## config.mk

```make
export PLATFORM = sky130hd
export DESIGN_NAME = boot_seq
export DESIGN_NICKNAME = d
export VERILOG_FILES = /design/src/rtl/boot_seq.sv
export SDC_FILE = /design/constraint.sdc
export NUM_CORES = 1
export LEC_CHECK = 0
export BUFFER_PORTS_ARGS = -buffer_cell sky130_fd_sc_hd__clkbuf_2
export CORE_MARGIN = 4
export CORE_UTILIZATION = 40
export CTS_CLUSTER_SIZE = 20
export DETAILED_ROUTE_END_ITERATION = 12
export SYNTH_ARGS = -nofsm -noshare
export SYNTH_HDL_FRONTEND = slang
export SYNTH_SLANG_ARGS = --single-unit
```

## constraint.sdc

```tcl
create_clock -name clk -period 2.66 [get_ports clk]
set_input_delay 0.133 -clock clk [delete_from_list [all_inputs] [get_ports clk]]
set_output_delay 0.133 -clock clk [all_outputs]
set_load 0.005 [all_outputs]
```

## src/rtl/boot_seq.sv

```systemverilog
module boot_seq #(
  parameter int AW = 32,
  parameter int DW = 8,
  parameter int SAMPLE_EDGE = 4
) (
  input  logic          clk,
  input  logic          rst_n,
  input  logic          standby,
  input  logic          boot_ded,
  input  logic          boot_shr,
  input  logic [DW-1:0] start_delay,
  output logic [1:0]    boot_mode,
  output logic          pin_release,
  output logic [AW-1:0] fetch_addr,
  output logic          fetch_valid,
  input  logic          fetch_ack,
  output logic          core_run
);
  localparam int CW = $clog2(SAMPLE_EDGE + 1);

  typedef enum logic [2:0] {S_CNT, S_DLY, S_SP, S_PC, S_RUN} st_t;
  st_t st;
  logic [CW-1:0] cnt;
  logic [DW-1:0] dcnt, dly_q;
  logic [1:0] enc;

  assign enc = boot_ded ? (boot_shr ? 2'd2 : 2'd1) : 2'd0;

  always_ff @(posedge clk or negedge rst_n) begin
    if (!rst_n) begin
      st        <= S_CNT;
      cnt       <= '0;
      dcnt      <= '0;
      dly_q     <= '0;
      boot_mode <= 2'd0;
    end else if (standby) begin
      st  <= S_CNT;
      cnt <= '0;
    end else begin
      case (st)
        S_CNT:
          if (cnt == CW'(SAMPLE_EDGE - 1)) begin
            boot_mode <= enc;
            dly_q     <= start_delay;
            dcnt      <= '0;
            cnt       <= '0;
            st        <= (start_delay == '0) ? S_SP : S_DLY;
          end else begin
            cnt <= cnt + 1'b1;
          end
        S_DLY:
          if (dcnt == dly_q - DW'(1)) st <= S_SP;
          else dcnt <= dcnt + 1'b1;
        S_SP: if (fetch_ack) st <= S_PC;
        S_PC: if (fetch_ack) st <= S_RUN;
        default: ;
      endcase
    end
  end

  assign pin_release = (st != S_CNT);
  assign fetch_valid = (st == S_SP) || (st == S_PC);
  assign fetch_addr  = (st == S_PC) ? AW'(4) : AW'(0);
  assign core_run    = (st == S_RUN);
endmodule


```

After elaboration in Yosys (flattened, before gate mapping)
Index checks and enable logic that the tools add are counted.
{"block": "totals", "reg_bits": 24, "elab_cells": 47, "out_inout_bits": 37}
{"block": "op_classes", "n_reduce_logical": 10, "n_eq_ne": 12, "n_mux": 16, "n_addsub": 3, "n_bitwise": 1}
{"cell": "$mux 3", "n": 9}
{"cell": "$mux 8", "n": 2}
{"cell": "$pmux 8 s2", "n": 1}
{"cell": "$ne 3x3->1 const B", "n": 4}
{"cell": "$pmux 3 s4", "n": 1}
{"cell": "$eq 3x2->1 const B", "n": 3}
{"cell": "$add 8x1->8 const B", "n": 1}
{"cell": "$eq 8x8->1", "n": 1}
{"cell": "$logic_not 8->1", "n": 1}
{"cell": "$sub 8x1->8 const B", "n": 1}
{"cell": "$mux 2", "n": 3}
{"cell": "$reduce_and 5->1", "n": 1}
{"cell": "$reduce_bool 5->1", "n": 1}
{"cell": "$ne 2x2->1 const B", "n": 2}
{"cell": "$reduce_and 4->1", "n": 1}
{"cell": "$reduce_bool 2->1", "n": 2}
{"cell": "$add 3x1->3 const B", "n": 1}
{"cell": "$eq 3x1->1 const B", "n": 1}
{"cell": "$eq 3x3->1 const B", "n": 1}
{"cell": "$logic_not 3->1", "n": 1}
{"cell": "$reduce_and 3->1", "n": 1}
{"cell": "$reduce_bool 3->1", "n": 1}
{"cell": "$logic_or 1x1->1", "n": 1}
{"cell": "$not 1->1", "n": 1}

Depth between registers and ports, before layout
{"block": "depth", "word_depth": 5, "mapped_depth": 8, "depth_no_buf": 8}

Worst setup path after synthesis
OpenSTA, ideal clock, no wires.
{"block": "synth_timing", "path_type": "register to register", "startpoint": "reg dly_q[2]", "endpoint": "reg st[0]", "arrival_ns": 1.990, "period_less_slack_ns": 2.115, "path_slack_ns": 0.545, "setup_time_ns": 0.125, "stages_incl_launch_ff": 8, "n_path_buf": 1, "t_required_ns": 2.535, "path_cell_list": "dfrtp_1 -> buf_6 -> or4_4 -> o21ai_2 -> nand2_1 -> nor4_1 -> or2_1 -> mux2_2"}
{"block": "synth_via", "elab_chain_len": 4}
{"element": "start, declared", "line_no": "24", "text": "logic [DW-1:0] dcnt, dly_q;"}
{"element": "start signal, assigned", "line_no": "44", "text": "dly_q <= start_delay;"}
{"element": "$sub 8x1->8", "line_no": "52", "text": "if (dcnt == dly_q - DW'(1)) st <= S_SP;"}
{"element": "$eq 8x8->1", "line_no": "52"}
{"element": "$ne 3x3->1 (no line)"}
{"element": "$reduce_and 5->1 (no line)"}
{"element": "end signal, assigned", "line_no": "47", "text": "st <= (start_delay == '0) ? S_SP : S_DLY;"}
{"element": "end, declared", "line_no": "22", "text": "st_t st;"}
No other way between the ends.
A chain may end at the register's enable or synchronous reset.

Worst setup path in the final report
Ends and elaborated chain as after synthesis.

==> results by group <==
Timing
  – Pins Over Slew Limit: 0
  – Fin crit period: ~2.4 ns
  – Setup TNS: 0 ns
  – Slew headroom: a little over 60%
  – Final Hold Vio Count: 0
  – Final Skew: 0.00291 ns
  – Unrepaired setup endpoints after global routing: no
  – Final period util: 89.6%
  – Fmax: about 420 MHz
  – Worst Max-Slew Pin Slew: approximately 0.6 ns
  – Final setup fails: 0

Synth
  – Synth cell types: 43
  – Mapped Cells: 184
  – Top-area cell type share of the netlist area: around a third
  – Biggest area consumer among synthesized cells: dfrtp_1
  – Synth Cell Area: 1700 um2
  – Synthesized flop and latch total: 24
  – Asr flop ratio synth: 100%
  – Syn avg cell area: slightly above 9 um2
  – EDFF count, synth: 0
  – Top cells by area, synth: dfrtp_1 (35%), buf_4 (14%), mux2_2 (6.0%), mux2i_1 (4.1%), nand2_1 (3.1%)
  – Seq/Total Area, Yosys: a little over a third
  – Synth warn: 0
  – Predominant post-synthesis flop cell: dfrtp_1

Cells and area
  – ANT cells: 0
  – Final net count: 222
  – Final std cells w/o fill: 254
  – Share of post-route cells with drive strength above 1: between 15 and 20%
  – Area growth, synth to finish: 5.37%
  – Post-layout instance area: approximately 1800 um2

Floorplanning
  – DIE WIDTH: around 73 um
  – Starting density of the core: 41.9%
  – FP Rows: 23
  – Core area: roughly 4000 um2
  – Die H: between 70 and 80 um
  – I/O Pins: between 50 and 60
  – Die area: 5360 um2

Placement
  – Buffers on Ports: 19
  – Final GP Congestion: between 0.8 and 0.9
  – Hpwl dp: 2.58 mm
  – Placed cell areas: ~1700 um2
  – Placed insts: about 250

Clock tree
  – CTS H-tree depth: 1
  – Post_cts resized: 0
  – CTS tree: yes
  – Clock Root Buffer: clkbuf_8
  – Clk buf depth: 2
  – Clock-pin slew on the worst setup and hold paths: about 0.09 ns
  – Clock Sinks: 24
  – CTS Buf Count: 3
  – Worst-skew pair later-pin latency: about 0.26 ns

Routing
  – Drt wl/cell: around 13 um
  – Pre-Repair DR Iteration Count: 4
  – DR DRC count: 0
  – Vias/cell: 4.83
  – WL met1: around 1.5 mm
  – Antenna-violating nets left: 0
  – Final WL: 3.21 mm
  – Metal2 WL: approximately 1.5 mm
  – Initial DRC count: 33
  – Met3 wire len: approximately 180 um
  – Max Used Layer: met4
  – Vias: roughly 1200

Min path
  – Hold Path Sink: boot_mode[1]
  – HP Start: boot_ded
  – Worst Hold Path Cells: 3
  – Min-Delay Path Class: in2reg

Pwr
  – PnR Total Power: roughly 1700 uW
  – Pwr/cell area: around 970 nW/um2
  – Worst vdd ir: around 0.45 mV
  – LEAKAGE: between 0.0009 and 0.001 uW

GRT
  – GRT Util Overall: 12.6%
  – Largest net degree at the start of global routing: 25
  – Global route total overflow: 0
  – Number of antenna violations at the first check in global routing: 0
  – First-pass GRT wire length: ~5.2 mm
  – Vias in the first global route: 1104

Setup path
  – Worst Path Max Fanout: 8
  – RR Endpoint: st[0]
  – Crit. End Element: flop
  – Worst path most repeated cell: nor4_1
  – Worst setup SP type: flop
  – Slowest stage delay, CP: about 0.48 ns
  – Worst EP arrival: 2.54 ns
  – Worst EP required: 2.82 ns
  – Slowest library cell on the worst path: nor4_1
  – Kind of critical path: reg2reg
  – Worst-path cell chain: nor4_1 > nand2_1 > xnor2_1 > nor4_1 > or2_1 > mux2_2
  – R2R Path Start: dly_q[2]
  – R2R setup slack: roughly 0.28 ns
  – FF-to-FF path depth: 6

Run
  – Max-cap violations: 0

Status
  – Status: completed
layer usage:
layer  GRT usage (%)  vias up
li1                -      613
met1            17.9      579
met2            19.5       34
met3            2.48        2
met4            3.07        0
met5               0        -
flip-flops by register name, indices dropped and copies added, names as in the netlist:
register,count
boot_mode,2
cnt,3
dly_q,8
dcnt,8
st,3
synthesized netlist by cell type, drive strengths merged, types with 5 or more instances:
master and count:
nor3 8, xor2 6, nor4 5, mux2i 7
dfrtp 24, mux2 10, inv 8, buf 32
o21ai 6, and3 5, nand3 7, nor2 9
nand2 14
timing repair:
item	CTS	global route
hold buffers	1	0
endpoints found under the setup margin	0	0
hold endpoints to repair	24	0
buffers inserted	0	0
cell type report:
class	count	area (um2)
sequential	24	601
multi-input combinational	146	925
timing repair buffer	22	120
inverter	8	30.0
tap	50	62.6
fill	410	2260
clock buffer	4	55.1
how the worst max path moves through the flow:
stage	endpoint	cells after the start	slack (ns)	startpoint
floorplan	st[0]	7	0.55	dly_q[2]
global placement	st[0]	6	0.37	dly_q[0]
detailed placement	st[0]	6	0.32	dly_q[2]
CTS	st[0]	6	0.31	dly_q[2]
global route	st[0]	6	0.1	dly_q[2]
finish	st[0]	6	0.28	dly_q[2]
cells by family after synthesis:
group | after synthesis | synth area share [%]
DFF | 24 | 35.3
other | 1 | 0.220
adders and majority gates | 3 | 2.21
and+or+nand+nor | 63 | 20.1
AOI/OAI and AO/OA | 22 | 9.12
muxes | 17 | 11.0
buffers and inverters | 44 | 17.0
xor gates and xnor gates | 10 | 5.15
placed cells by master, fill, tap and decap left out, drive strengths merged, types with 7 or more instances in the layout:
| master | count |
|---|---|
| conb | 31 |
| mux2i | 7 |
| dfrtp | 24 |
| nand2 | 14 |
| mux2 | 10 |
| nor2 | 9 |
| nor3 | 8 |
| clkbuf | 23 |
| inv | 8 |
| nand3 | 7 |
report_power, final:
group / internal (uW) / switching (uW)
sequential: 499 / 180
combinational: 397 / 407
clock: 132 / 117
total: 1030 / 703
metrics by stage:
stage / hold slack [ns] / setup WS (ns) / utilization, %
2_1_floorplan: -0.163 / 0.545 / -
6_report: 0.104 / 0.277 / 44.2
4_1_cts: 0.107 / 0.309 / 44.2
3_3_place_gp: 0.180 / 0.370 / 42.6
3_5_place_dp: 0.173 / 0.318 / 42.6
5_1_grt: 0.110 / 0.0955 / 44.2
critical path, delay by kind of cell (launching register included):
family        cells  cell delay (ns)
xor+xnor          1             0.18
mux               1             0.33
simple gates      4             1.29
flops             1             0.47
Power figures use the tool's default switching activity.
